**src/rtl/alias_csr_pkg.sv**
```systemverilog
package alias_csr_pkg;

  typedef enum logic [1:0] {
    OP_WRITE = 2'd0,
    OP_SET   = 2'd1,
    OP_CLEAR = 2'd2,
    OP_FLIP  = 2'd3
  } alias_op_e;

  localparam int unsigned CH_BASE     = 32'h100;
  localparam int unsigned CH_STRIDE_SH = 6;
  localparam int unsigned CH_REGS     = 4;

  localparam logic [31:0] CTRL_SRST_BIT = 32'h8000_0000;
  localparam logic [31:0] CTRL_FIXED_W  = 32'hC0E0_0000;
  localparam logic [31:0] CHCTRL_FIXED_W = 32'h0001_0000;

  // Writable bits of the four per-channel registers: pointer, semaphore, status, options
  function automatic logic [31:0] chan_reg_mask(int unsigned idx);
    case (idx)
      0:       return 32'hFFFF_FFFC;
      1:       return 32'h0000_00FF;
      2:       return 32'h00FF_007E;
      default: return 32'hFFFF_FFFF;
    endcase
  endfunction

  // Next value of a register under one alias access; only bits in wmask move
  function automatic logic [31:0] alias_apply(alias_op_e op, logic [31:0] cur,
                                              logic [31:0] d, logic [31:0] wmask);
    logic [31:0] nxt;
    case (op)
      OP_WRITE: nxt = d;
      OP_SET:   nxt = cur | d;
      OP_CLEAR: nxt = cur & ~d;
      default:  nxt = cur ^ d;
    endcase
    return (cur & ~wmask) | (nxt & wmask);
  endfunction

endpackage

```
**src/rtl/alias_csr_decode.sv**
```systemverilog
module alias_csr_decode
  import alias_csr_pkg::*;
#(
  parameter int ADDR_W = 12,
  parameter int NUM_CH = 4,
  localparam int IDX_W = (NUM_CH > 1) ? $clog2(NUM_CH) : 1
) (
  input  logic [ADDR_W-1:0] addr,
  output alias_op_e         op,
  output logic              sel_ctrl,
  output logic              sel_stat,
  output logic              sel_chctrl,
  output logic              chan_hit,
  output logic [IDX_W-1:0]  chan_idx,
  output logic [1:0]        chan_reg,
  output logic              unmapped
);
  logic              aligned;
  logic [ADDR_W-5:0] blk;
  logic [ADDR_W-1:0] off;
  logic [ADDR_W-1:0] ch_no;

  always_comb begin
    aligned    = (addr[1:0] == 2'b00);
    blk        = addr[ADDR_W-1:4];
    op         = alias_op_e'(addr[3:2]);
    sel_ctrl   = aligned && (blk == (ADDR_W-4)'(0));
    sel_stat   = aligned && (blk == (ADDR_W-4)'(1));
    sel_chctrl = aligned && (blk == (ADDR_W-4)'(2));
    off        = addr - ADDR_W'(CH_BASE);
    ch_no      = off >> CH_STRIDE_SH;
    chan_hit   = aligned && (addr >= ADDR_W'(CH_BASE)) && (ch_no < ADDR_W'(NUM_CH));
    chan_idx   = ch_no[IDX_W-1:0];
    chan_reg   = off[5:4];
    unmapped   = !(sel_ctrl || sel_stat || sel_chctrl || chan_hit);
  end
endmodule

```
**src/rtl/alias_csr_chan.sv**
```systemverilog
module alias_csr_chan
  import alias_csr_pkg::*;
(
  input  logic                     clk,
  input  logic                     rst_n,
  input  logic                     sreset,
  input  logic                     wr,
  input  logic [1:0]               reg_sel,
  input  alias_op_e                op,
  input  logic [31:0]              wdata,
  output logic [CH_REGS-1:0][31:0] regs_o
);
  for (genvar r = 0; r < CH_REGS; r++) begin : g_reg
    localparam logic [31:0] WMASK = chan_reg_mask(r);
    logic [31:0] q;
    always_ff @(posedge clk or negedge rst_n) begin
      if (!rst_n)
        q <= '0;
      else if (sreset)
        q <= '0;
      else if (wr && reg_sel == 2'(r))
        q <= alias_apply(op, q, wdata, WMASK);
    end
    assign regs_o[r] = q;
  end
endmodule

```
**src/rtl/alias_csr_global.sv**
```systemverilog
module alias_csr_global
  import alias_csr_pkg::*;
#(
  parameter int NUM_CH = 4
) (
  input  logic              clk,
  input  logic              rst_n,
  input  logic              wr,
  input  logic              sel_ctrl,
  input  logic              sel_stat,
  input  logic              sel_chctrl,
  input  alias_op_e         op,
  input  logic [31:0]       wdata,
  input  logic [NUM_CH-1:0] ev_done,
  output logic [31:0]       ctrl_q,
  output logic [31:0]       chctrl_q,
  output logic [NUM_CH-1:0] flags_q,
  output logic              sreset
);
  localparam logic [31:0] CH_MASK     = 32'((64'd1 << NUM_CH) - 64'd1);
  localparam logic [31:0] CTRL_WMASK  = CTRL_FIXED_W | CH_MASK;
  localparam logic [31:0] CHCTRL_WMASK = CHCTRL_FIXED_W | (CH_MASK << 8) | CH_MASK;

  logic [31:0]       ctrl_d, chctrl_d, flags_wr;
  logic [NUM_CH-1:0] flags_d;

  assign sreset = ctrl_q[31];

  always_comb begin
    ctrl_d = ctrl_q;
    if (wr && sel_ctrl)
      ctrl_d = alias_apply(op, ctrl_q, wdata, CTRL_WMASK);
    if (sreset)
      ctrl_d = ctrl_d & CTRL_SRST_BIT;

    chctrl_d = chctrl_q;
    if (sreset)
      chctrl_d = '0;
    else if (wr && sel_chctrl)
      chctrl_d = alias_apply(op, chctrl_q, wdata, CHCTRL_WMASK);

    flags_wr = 32'(flags_q);
    if (wr && sel_stat)
      flags_wr = alias_apply(op, 32'(flags_q), wdata, CH_MASK);
    flags_d = sreset ? '0 : (flags_wr[NUM_CH-1:0] | ev_done);
  end

  always_ff @(posedge clk or negedge rst_n) begin
    if (!rst_n) begin
      ctrl_q   <= '0;
      chctrl_q <= '0;
      flags_q  <= '0;
    end else begin
      ctrl_q   <= ctrl_d;
      chctrl_q <= chctrl_d;
      flags_q  <= flags_d;
    end
  end
endmodule

```
**src/rtl/alias_csr_bank.sv**
```systemverilog
module alias_csr_bank
  import alias_csr_pkg::*;
#(
  parameter int   ADDR_W     = 12,
  parameter int   NUM_CH     = 4,
  parameter logic HAS_CIPHER = 1'b1,
  parameter logic HAS_HASH   = 1'b1
) (
  input  logic              clk,
  input  logic              rst_n,
  input  logic              bus_wr,
  input  logic [ADDR_W-1:0] bus_addr,
  input  logic [31:0]       bus_wdata,
  output logic [31:0]       bus_rdata,
  input  logic [NUM_CH-1:0] ev_done_i,
  input  logic [NUM_CH-1:0] chan_ready_i,
  input  logic [3:0]        cur_chan_i,
  input  logic              key_ready_i,
  output logic              irq_o,
  output logic              irq_ch0_o
);
  localparam int IDX_W = (NUM_CH > 1) ? $clog2(NUM_CH) : 1;
  localparam logic [31:0] FEAT_BITS = {2'b00, HAS_CIPHER, HAS_HASH, 28'h0};
  localparam logic [NUM_CH-1:0] NOT_CH0 = {{(NUM_CH-1){1'b1}}, 1'b0};

  alias_op_e         op;
  logic              sel_ctrl, sel_stat, sel_chctrl, chan_hit, acc_unmapped;
  logic [IDX_W-1:0]  chan_idx;
  logic [1:0]        chan_reg;
  logic [31:0]       ctrl_q, chctrl_q;
  logic [NUM_CH-1:0] flags_q, pending;
  logic              sreset, clk_gate, merge_ch0;
  logic [31:0]       stat_word, rd_raw;
  logic [NUM_CH-1:0][CH_REGS-1:0][31:0] chan_regs;

  alias_csr_decode #(.ADDR_W(ADDR_W), .NUM_CH(NUM_CH)) u_dec (
    .addr(bus_addr), .op(op), .sel_ctrl(sel_ctrl), .sel_stat(sel_stat),
    .sel_chctrl(sel_chctrl), .chan_hit(chan_hit), .chan_idx(chan_idx),
    .chan_reg(chan_reg), .unmapped(acc_unmapped)
  );

  alias_csr_global #(.NUM_CH(NUM_CH)) u_glb (
    .clk(clk), .rst_n(rst_n), .wr(bus_wr), .sel_ctrl(sel_ctrl),
    .sel_stat(sel_stat), .sel_chctrl(sel_chctrl), .op(op), .wdata(bus_wdata),
    .ev_done(ev_done_i), .ctrl_q(ctrl_q), .chctrl_q(chctrl_q),
    .flags_q(flags_q), .sreset(sreset)
  );

  for (genvar c = 0; c < NUM_CH; c++) begin : g_chan
    logic wr_c;
    assign wr_c = bus_wr && chan_hit && (chan_idx == IDX_W'(c));
    alias_csr_chan u_chan (
      .clk(clk), .rst_n(rst_n), .sreset(sreset), .wr(wr_c),
      .reg_sel(chan_reg), .op(op), .wdata(bus_wdata), .regs_o(chan_regs[c])
    );
  end

  assign clk_gate  = ctrl_q[30];
  assign merge_ch0 = chctrl_q[16];
  assign pending   = flags_q & ctrl_q[NUM_CH-1:0];
  assign irq_o     = |(pending & NOT_CH0) | (merge_ch0 & pending[0]);
  assign irq_ch0_o = pending[0] & ~merge_ch0;

  always_comb begin
    stat_word = 32'(flags_q) | (32'(chan_ready_i) << 16) |
                (32'(cur_chan_i) << 24) | (32'(key_ready_i) << 28);
    if (sel_ctrl)        rd_raw = ctrl_q | FEAT_BITS;
    else if (sel_stat)   rd_raw = stat_word;
    else if (sel_chctrl) rd_raw = chctrl_q;
    else if (chan_hit)   rd_raw = chan_regs[chan_idx][chan_reg];
    else                 rd_raw = '0;
    bus_rdata = (clk_gate && !sel_ctrl) ? 32'h0 : rd_raw;
  end
endmodule

```
**config.mk**
```make
export PLATFORM = sky130hd
export DESIGN_NAME = alias_csr_bank
export DESIGN_NICKNAME = d
export VERILOG_FILES = /design/src/rtl/alias_csr_pkg.sv /design/src/rtl/alias_csr_decode.sv /design/src/rtl/alias_csr_chan.sv /design/src/rtl/alias_csr_global.sv /design/src/rtl/alias_csr_bank.sv
export SDC_FILE = /design/constraint.sdc
export NUM_CORES = 1
export LEC_CHECK = 0
export BUFFER_PORTS_ARGS = -buffer_cell sky130_fd_sc_hd__buf_4
export CAP_MARGIN = 20
export CORE_ASPECT_RATIO = 1.1
export CORE_UTILIZATION = 45
export CTS_CLUSTER_SIZE = 8
export DETAILED_ROUTE_END_ITERATION = 12
export PLACE_DENSITY_LB_ADDON = 0.1
export SYNTH_ARGS = -nofsm -noshare
export SYNTH_HDL_FRONTEND = slang
export SYNTH_SLANG_ARGS = --single-unit
export TNS_END_PERCENT = 5
```
**constraint.sdc**
```tcl
create_clock -name clk -period 2.6 [get_ports clk]
set_clock_uncertainty 0.2 [all_clocks]
set_input_delay 0.13 -clock clk [delete_from_list [all_inputs] [get_ports clk]]
set_output_delay 0.13 -clock clk [all_outputs]
set_load 0.05 [all_outputs]
```
==> results of run 1 <==
critical path, cell delays in order (launching register included):
cell	delay, ns
sky130_fd_sc_hd__dfrtp_1	0.40
sky130_fd_sc_hd__mux4_2	0.52
sky130_fd_sc_hd__mux2_2	0.29
sky130_fd_sc_hd__a222oi_1	0.29
sky130_fd_sc_hd__nor2_1	0.17
sky130_fd_sc_hd__buf_6	0.18
layout make-up:
| cell class | count | share of cell area |
|---|---|---|
| Clock buffer | 62 | 0.0340 |
| Clock inverter | 3 | 0.000729 |
| Inverter | 394 | 0.0359 |
| Multi-Input combinational cell | 2536 | 0.593 |
| Sequential cell | 358 | 0.218 |
| Tap cell | 1035 | 0.0314 |
| Timing Repair Buffer | 351 | 0.0875 |
through the flow:
step	worst slack [ns]	setup TNS [ns]
2_1_floorplan	-0.317	-2.08
3_3_place_gp	-0.000573	-0.000573
3_5_place_dp	0.00333	0
4_1_cts	-0.188	-1.50
5_1_grt	-0.254	-1.98
6_report	-0.182	-1.16
flip-flops by register name, summed over array words and instances, names as in the netlist:
| register | count |
|---|---|
| g_chan.u_chan.g.q | 336 |
| u_glb.chctrl_q | 9 |
| u_glb.ctrl_q | 9 |
| u_glb.flags_q | 4 |
per-layer routing:
layer  wire length (µm)  global-route usage  share of wire  up-vias
li1                   -                   -              -    13500
met1              52700               0.399           0.44    15200
met2              56200               0.484           0.47      931
met3               6480              0.0354          0.054      241
met4               4680               0.111          0.039        0
met5                  0                   0              0        -
logic make-up (layout without fill, tap and decap cells):
logic type	Yosys count	count (layout)
buffers and inverters	683	810
adders and majority gates	716	716
AOI/OAI and AO/OA	1158	1158
and+or+nand+nor	212	212
muxes	450	450
DFF	358	358
power by group:
| part | total, µW | internal [µW] | switching, µW |
|---|---|---|---|
| clock | 6520 | 3720 | 2810 |
| sequential | 5760 | 5660 | 103 |
| combinational | 3150 | 1280 | 1870 |
synthesized netlist by cell type, drive strengths merged (19+ instances only):
cell type | n | area share
mux4 | 84 | 0.053
nand2 | 29 | 0.0030
o2bb2ai | 285 | 0.070
nor2 | 135 | 0.015
clkbuf | 236 | 0.025
a22oi | 19 | 0.0040
dfrtp | 358 | 0.25
mux2 | 361 | 0.11
inv | 394 | 0.041
a21oi | 375 | 0.053
a211oi | 432 | 0.092
ha | 716 | 0.25
buf | 53 | 0.0072
cells in the final DEF (no fill, tap or decap), types with 23 or more instances in the layout:
cell type,netlist,routed
sky130_fd_sc_hd__a211oi_1,426,426
sky130_fd_sc_hd__a21oi_1,375,368
sky130_fd_sc_hd__buf_12,0,64
sky130_fd_sc_hd__buf_4,3,239
sky130_fd_sc_hd__clkbuf_16,0,54
sky130_fd_sc_hd__dfrtp_1,358,350
sky130_fd_sc_hd__ha_1,716,716
sky130_fd_sc_hd__inv_1,394,391
sky130_fd_sc_hd__mux2_2,361,360
sky130_fd_sc_hd__mux4_2,84,84
sky130_fd_sc_hd__nand2_1,29,23
sky130_fd_sc_hd__nor2_1,132,129
sky130_fd_sc_hd__o2bb2ai_1,285,285
worst paths after layout:
check / from / end / cells after the start
setup / recovery: g_chan[2].u_chan.g_reg[2].q[17]$_DFFE_PN0P_ / bus_rdata[17] / 5
hold / removal: bus_wdata[14] / g_chan[3].u_chan.g_reg[0].q[14]$_DFFE_PN0P_ / 5
setup reg to reg: u_glb.flags_q[1]$_DFF_PN0_ / u_glb.flags_q[1]$_DFF_PN0_ / 6
hold reg to reg: g_chan[0].u_chan.g_reg[3].q[1]$_DFFE_PN0P_ / g_chan[0].u_chan.g_reg[3].q[1]$_DFFE_PN0P_ / 1
max in group asynchronous: rst_n / u_glb.ctrl_q[31]$_DFFE_PN0P_ / 4
min in group asynchronous: rst_n / g_chan[0].u_chan.g_reg[2].q[17]$_DFFE_PN0P_ / 4
repair_timing:
item	4_1_cts	5_1_grt
resized for setup	54	23
endpoints found under the hold margin	409	0
setup endpoints to repair	25	28
setup buffers	17	0
hold buffers	23	0
pin swaps	12	4
==> PnR_summary.wiki, run 1 <==
{| class="wikitable"
! Metric !! Value
|-
| Initial cell density of the core || 0.458
|-
| Remaining global-route overflow || 0
|-
| Clk sink count || approximately 360
|-
| Number of levels the H-tree was split into || 2
|-
| Synthesis-to-finish area growth || 15.4%
|-
| Slew Viols, Final || 0
|-
| Power after layout || between 15000 and 20000 µW
|-
| Count of cell types in the netlist || between 50 and 60
|-
| Post-synthesis share of cell area spent on full adders, half adders and majority gates || 0.251
|-
| Pwr dens || 375 nW/µm²
|-
| Share of the synthesized netlist area taken by xor and xnor gates || 0
|-
| Number of max-capacitance violations reported || 0
|-
| Largest fanout on the critical path || 2
|-
| Cell Area, Synth || 35700 µm²
|-
| Synth Area in Compound Gates || 0.228
|-
| Final design utilization || 0.529
|-
| Mean post-synth cell area || between 9 and 10 µm²
|-
| Register bit total from synthesis || 358
|-
| Critical path start-end classification || flip-flop to primary output
|-
| Number of standard-cell rows in the floorplan || between 100 and 150
|-
| Status || finished, violations left
|-
| TritonRoute pass-1 iters || 5
|-
| Worst-case clock buffer depth || 3
|-
| Count of nets left with antenna violations after detail routing || 0
|-
| Arrival @ worst endpoint || 2.45 ns
|-
| Nets in the synthesized netlist || 4353
|-
| Leakage power || 0.0177 µW
|-
| Detailed-route wire length || 120000 µm
|-
| Remaining design rule violation count || 0
|-
| Number of vias in the routed layout || approximately 30000
|-
| Synthesis Warnings || 0
|-
| Register cell area after layout || 8970 µm²
|-
| Clock Pin Slew Worst Setup and Hold Paths || ~0.050 ns
|-
| Post-route cell area || 41200 µm²
|-
| Post-Place Cells || 4634
|-
| Portion of the post-synthesis area used by sequential elements || 0.251
|-
| Horizontal die dimension || roughly 270 µm
|-
| Global-route wire length before repair || roughly 190000 µm
|-
| Max transition margin || 0.283
|-
| Hold Violations, Final || 0
|-
| Maximum clock frequency || ~360 MHz
|-
| Area of placed instances || about 40000 µm²
|-
| Worst hold-check slack || 0.0420 ns
|-
| Area of combinational cells with multiple inputs || between 20000 and 25000 µm²
|-
| Layout cells sized above 1 || 0.246
|-
| Min-delay worst type || primary input to flip-flop
|-
| Largest net degree at the start of global routing || 87
|-
| Proportion of synthesized flip-flops having asynchronous set or reset || 1.00
|-
| Instance count of the mapped netlist || 3577
|-
| Commonest register cell after synthesis || sky130_fd_sc_hd__dfrtp_1
|-
| Actual transition at the worst max-transition pin || between 1 and 1.5 ns
|-
| First DRT Iteration DRCs || approximately 2600
|-
| Vias per inst || 6.29
|-
| Finished Layout Cells || 4739
|-
| Die ar. || 80400 µm²
|-
| Portion of the clock cycle consumed by the worst path in the final layout || 1.07
|-
| Mux cell area share after synthesis || 0.168
|-
| Combinational family with the most area after synthesis || adder cells
|-
| Clock tree from TritonCTS || yes
|-
| Weighted congestion at the end of routability-driven global placement || 0.892
|-
| Unrepaired setup endpoints after global routing || yes
|-
| R2r setup slk || 0 ns
|-
| IO buf count || 93
|-
| Detailed-placement wirelength estimate || 76700 µm
|-
| IO Pins || 94
|-
| Area of the core region || 77900 µm²
|-
| Antenna violations before repair || 0
|-
| Type of element capturing the critical path || primary output
|-
| Clock tree root driver cell || sky130_fd_sc_hd__clkbuf_16
|-
| Die span in y || 297 µm
|-
| Filler instances || 6812
|-
| Diode count || 0
|-
| Fin worst setup slack || -0.182 ns
|-
| Sort of element at the start of the critical path || flip-flop
|-
| Total Routing Usage GR || 0.296
|-
| Number of buffers added by the clock tree synthesis step || 52
|-
| Fin nets || between 4000 and 5000
|-
| Failing checks || setup timing
|-
| Number of global-route vias before repair || 30600
|-
| Critical path data required time || 2.27 ns
|-
| Final setup violating endpoints || 13
|-
| Wire per inst || 25.3 µm
|-
| Skew-Pair Late Insertion Delay || 0.62 ns
|-
| Post-Synth Simple-Gate Area || 0.0284
|-
| Post-synth EDFFs || 0
|-
| Peak ir drop on the vdd network || 0.000456 V
|-
| Minimum clock period after layout || 2.78 ns
|}
Power figures use the tool's default switching activity.
==> run 2: changes to the inputs <==
- BUFFER_PORTS_ARGS: -buffer_cell sky130_fd_sc_hd__buf_4 -> not set
- CORE_MARGIN: not set -> 1.5
- DONT_BUFFER_PORTS: not set -> 1
- SKIP_CTS_REPAIR_TIMING: not set -> 1
==> run 2 against run 1 <==
The flow finishes with violations (hold timing, slew limit, setup timing). Critical path type is now primary input to flip-flop. Clock-buffer cell count shrank 2. Critical endpoint is now g_chan[1].u_chan.g_reg[3].q[30]$_DFFE_PN0P_. Global-route usage decreased by 2.2 points. Final cell count grew 3.2%.
==> PnR_summary.wiki, run 2 (synthesis results as in run 1) <==
{| class="wikitable"
! Metric !! Value
|-
| Status || finished, violations left
|-
| Failing checks || hold timing, slew limit, setup timing
|-
| Highest-count cells in the layout ignoring fill and taps || sky130_fd_sc_hd__ha_1, sky130_fd_sc_hd__a211oi_1, sky130_fd_sc_hd__inv_1
|-
| Synthesis-to-finish area growth || 18.5%
|-
| Weighted congestion at the end of routability-driven global placement || just over 0.8
|-
| Antenna violations before repair || 4
|-
| Number of global-route vias before repair || 29000
|-
| Count of nets left with antenna violations after detail routing || 0
|-
| Area of the core region || slightly below 80000 µm²
|-
| IO buf count || 0
|-
| Minimum clock period after layout || 3.94 ns
|-
| Die ar. || around 81000 µm²
|-
| Detailed-route wire length || 120000 µm
|-
| Slew Viols, Final || just over 1000
|-
| Critical Path, Cell by Cell || nor2_1, buf_4, a211oi_1, dlygate4sd3_1, a21oi_1, dlygate4sd3_1, o2bb2ai_1
|-
| Unrepaired setup endpoints after global routing || yes
|-
| Clk sink count || 358
|-
| Combined buffer and inverter count along the critical path || 3
|-
| Type of element capturing the critical path || flip-flop
|-
| Vias per inst || 6.19
|-
| First DRT Iteration DRCs || 2543
|-
| Biggest register || g_chan.u_chan.g.q
|-
| Arrival @ worst endpoint || 4.19 ns
|-
| Worst hold-check slack || -0.969 ns
|-
| Peak ir drop on the vdd network || approximately 0.00053 V
|-
| Max transition margin || -0.425
|-
| Fin nets || between 4000 and 5000
|-
| Actual transition at the worst max-transition pin || 2.14 ns
|-
| Total Routing Usage GR || 0.274
|-
| Critical path data required time || 2.86 ns
|-
| Clock Pin Slew Worst Setup and Hold Paths || 0.06 ns
|-
| Layout cells sized above 1 || 0.190
|-
| TritonRoute pass-1 iters || 8
|-
| Remaining design rule violation count || 0
|-
| Worst setup path endpoint || g_chan[1].u_chan.g_reg[3].q[30]$_DFFE_PN0P_
|-
| Final design utilization || 0.537
|-
| Initial cell density of the core || 0.453
|-
| Largest fanout on the critical path || a little over 700
|-
| CP top delay family || buffers and inverters
|-
| Start point of the critical path || bus_addr[2]
|-
| Clock tree from TritonCTS || yes
|-
| Number of flip-flops in the largest register || roughly 340
|-
| Post-Place Cells || between 4000 and 5000
|-
| Crit. path cell count || 7
|-
| Final setup violating endpoints || 140
|-
| Leakage power || 0.0177 µW
|-
| Number of vias in the routed layout || 30300
|-
| Skew-Pair Late Insertion Delay || 0.60 ns
|-
| Pwr dens || 354 nW/µm²
|-
| R2r setup slk || -0.09 ns
|-
| Global-route wire length before repair || 175000 µm
|-
| Master of the slowest instance on the critical path || sky130_fd_sc_hd__nor2_1
|-
| Number of max-capacitance violations reported || 0
|-
| Fin worst setup slack || -1.34 ns
|-
| Detailed-placement wirelength estimate || 64800 µm
|-
| Worst-case clock buffer depth || 3
|-
| Die span in y || 298 µm
|-
| Critical path start-end classification || primary input to flip-flop
|-
| Maximum clock frequency || about 250 MHz
|-
| Horizontal die dimension || 272 µm
|-
| Terminus of the critical flop-to-flop path || u_glb.chctrl_q[8]$_DFFE_PN0N_
|-
| Sort of element at the start of the critical path || primary input
|-
| Number of buffers added by the clock tree synthesis step || 51
|-
| Number of levels the H-tree was split into || 2
|-
| Biggest regs || g_chan.u_chan.g.q x336, u_glb.chctrl_q x9, u_glb.ctrl_q x9
|-
| Hold Violations, Final || 377
|-
| Largest net degree at the start of global routing || 749
|-
| Min-delay worst type || primary input to asynchronous set/reset pin
|-
| Number of standard-cell rows in the floorplan || around 110
|-
| Wire per inst || 24.5 µm
|-
| Clock tree root driver cell || sky130_fd_sc_hd__clkbuf_16
|-
| Largest stage delay on the critical path || 1.29 ns
|-
| Worst r2r src || u_glb.chctrl_q[8]$_DFFE_PN0N_
|-
| Remaining global-route overflow || 0
|-
| Finished Layout Cells || 4891
|-
| Worst reg2reg path depth || 7
|-
| Portion of the clock cycle consumed by the worst path in the final layout || 1.51
|-
| Most common library cell in the layout ignoring fill and taps || sky130_fd_sc_hd__ha_1
|-
| IO Pins || 94
|-
| Most used cell along the critical path || sky130_fd_sc_hd__dlygate4sd3_1
|}
## run 2: routing by layer
layer,GRT usage,wire (µm),vias up,share of wire
met3,0.0336,6570,207,0.055
li1,-,-,13700,-
met4,0.0786,3690,0,0.031
met5,0,0,-,0
met1,0.372,52000,15500,0.43
met2,0.458,57400,819,0.48
## run 2: area by class of cell
type	instances	area, µm²
Timing Repair Buffer	492	4780
Clock buffer	60	1320
Clock inverter	3	26.3
Fill cell	6908	36500
Sequential cell	358	8970
Inverter	394	1480
Tap cell	1045	1310
Antenna cell	3	7.51
Multi-Input combinational cell	2536	24400
## run 2: worst min-delay path by stage
stage,start,end,slack [ns]
floorplan,rst_n,g_chan[0].u_chan.g_reg[0].q[10]$_DFFE_PN0P_,-0.37
global placement,rst_n,g_chan[1].u_chan.g_reg[0].q[23]$_DFFE_PN0P_,-0.34
detailed placement,rst_n,g_chan[2].u_chan.g_reg[0].q[23]$_DFFE_PN0P_,-0.34
CTS,rst_n,g_chan[2].u_chan.g_reg[0].q[23]$_DFFE_PN0P_,-0.99
global route,rst_n,g_chan[2].u_chan.g_reg[0].q[23]$_DFFE_PN0P_,-0.98
finish,rst_n,g_chan[1].u_chan.g_reg[0].q[23]$_DFFE_PN0P_,-0.97
## run 2: power breakdown
group / leakage (µW) / switching [µW] / internal (µW)
combinational: 0.0121 / 1330 / 1610
sequential: 0.00497 / 96.0 / 5660
clock: 0.000659 / 2770 / 3510
## run 2: stage by stage
step	cell area [µm²]	setup TNS, ns	hold slack (ns)	worst slack, ns	total power, µW
floorplan	35700	-2.08	-0.366	-0.317	7770
global placement	37200	0	-0.343	0.208	7820
detailed placement	37300	0	-0.342	0.211	7960
CTS	38600	-3.17	-0.988	-0.324	14300
global route	42300	-2.15	-0.983	-0.311	15500
finish	42300	-47.80	-0.969	-1.34	15000
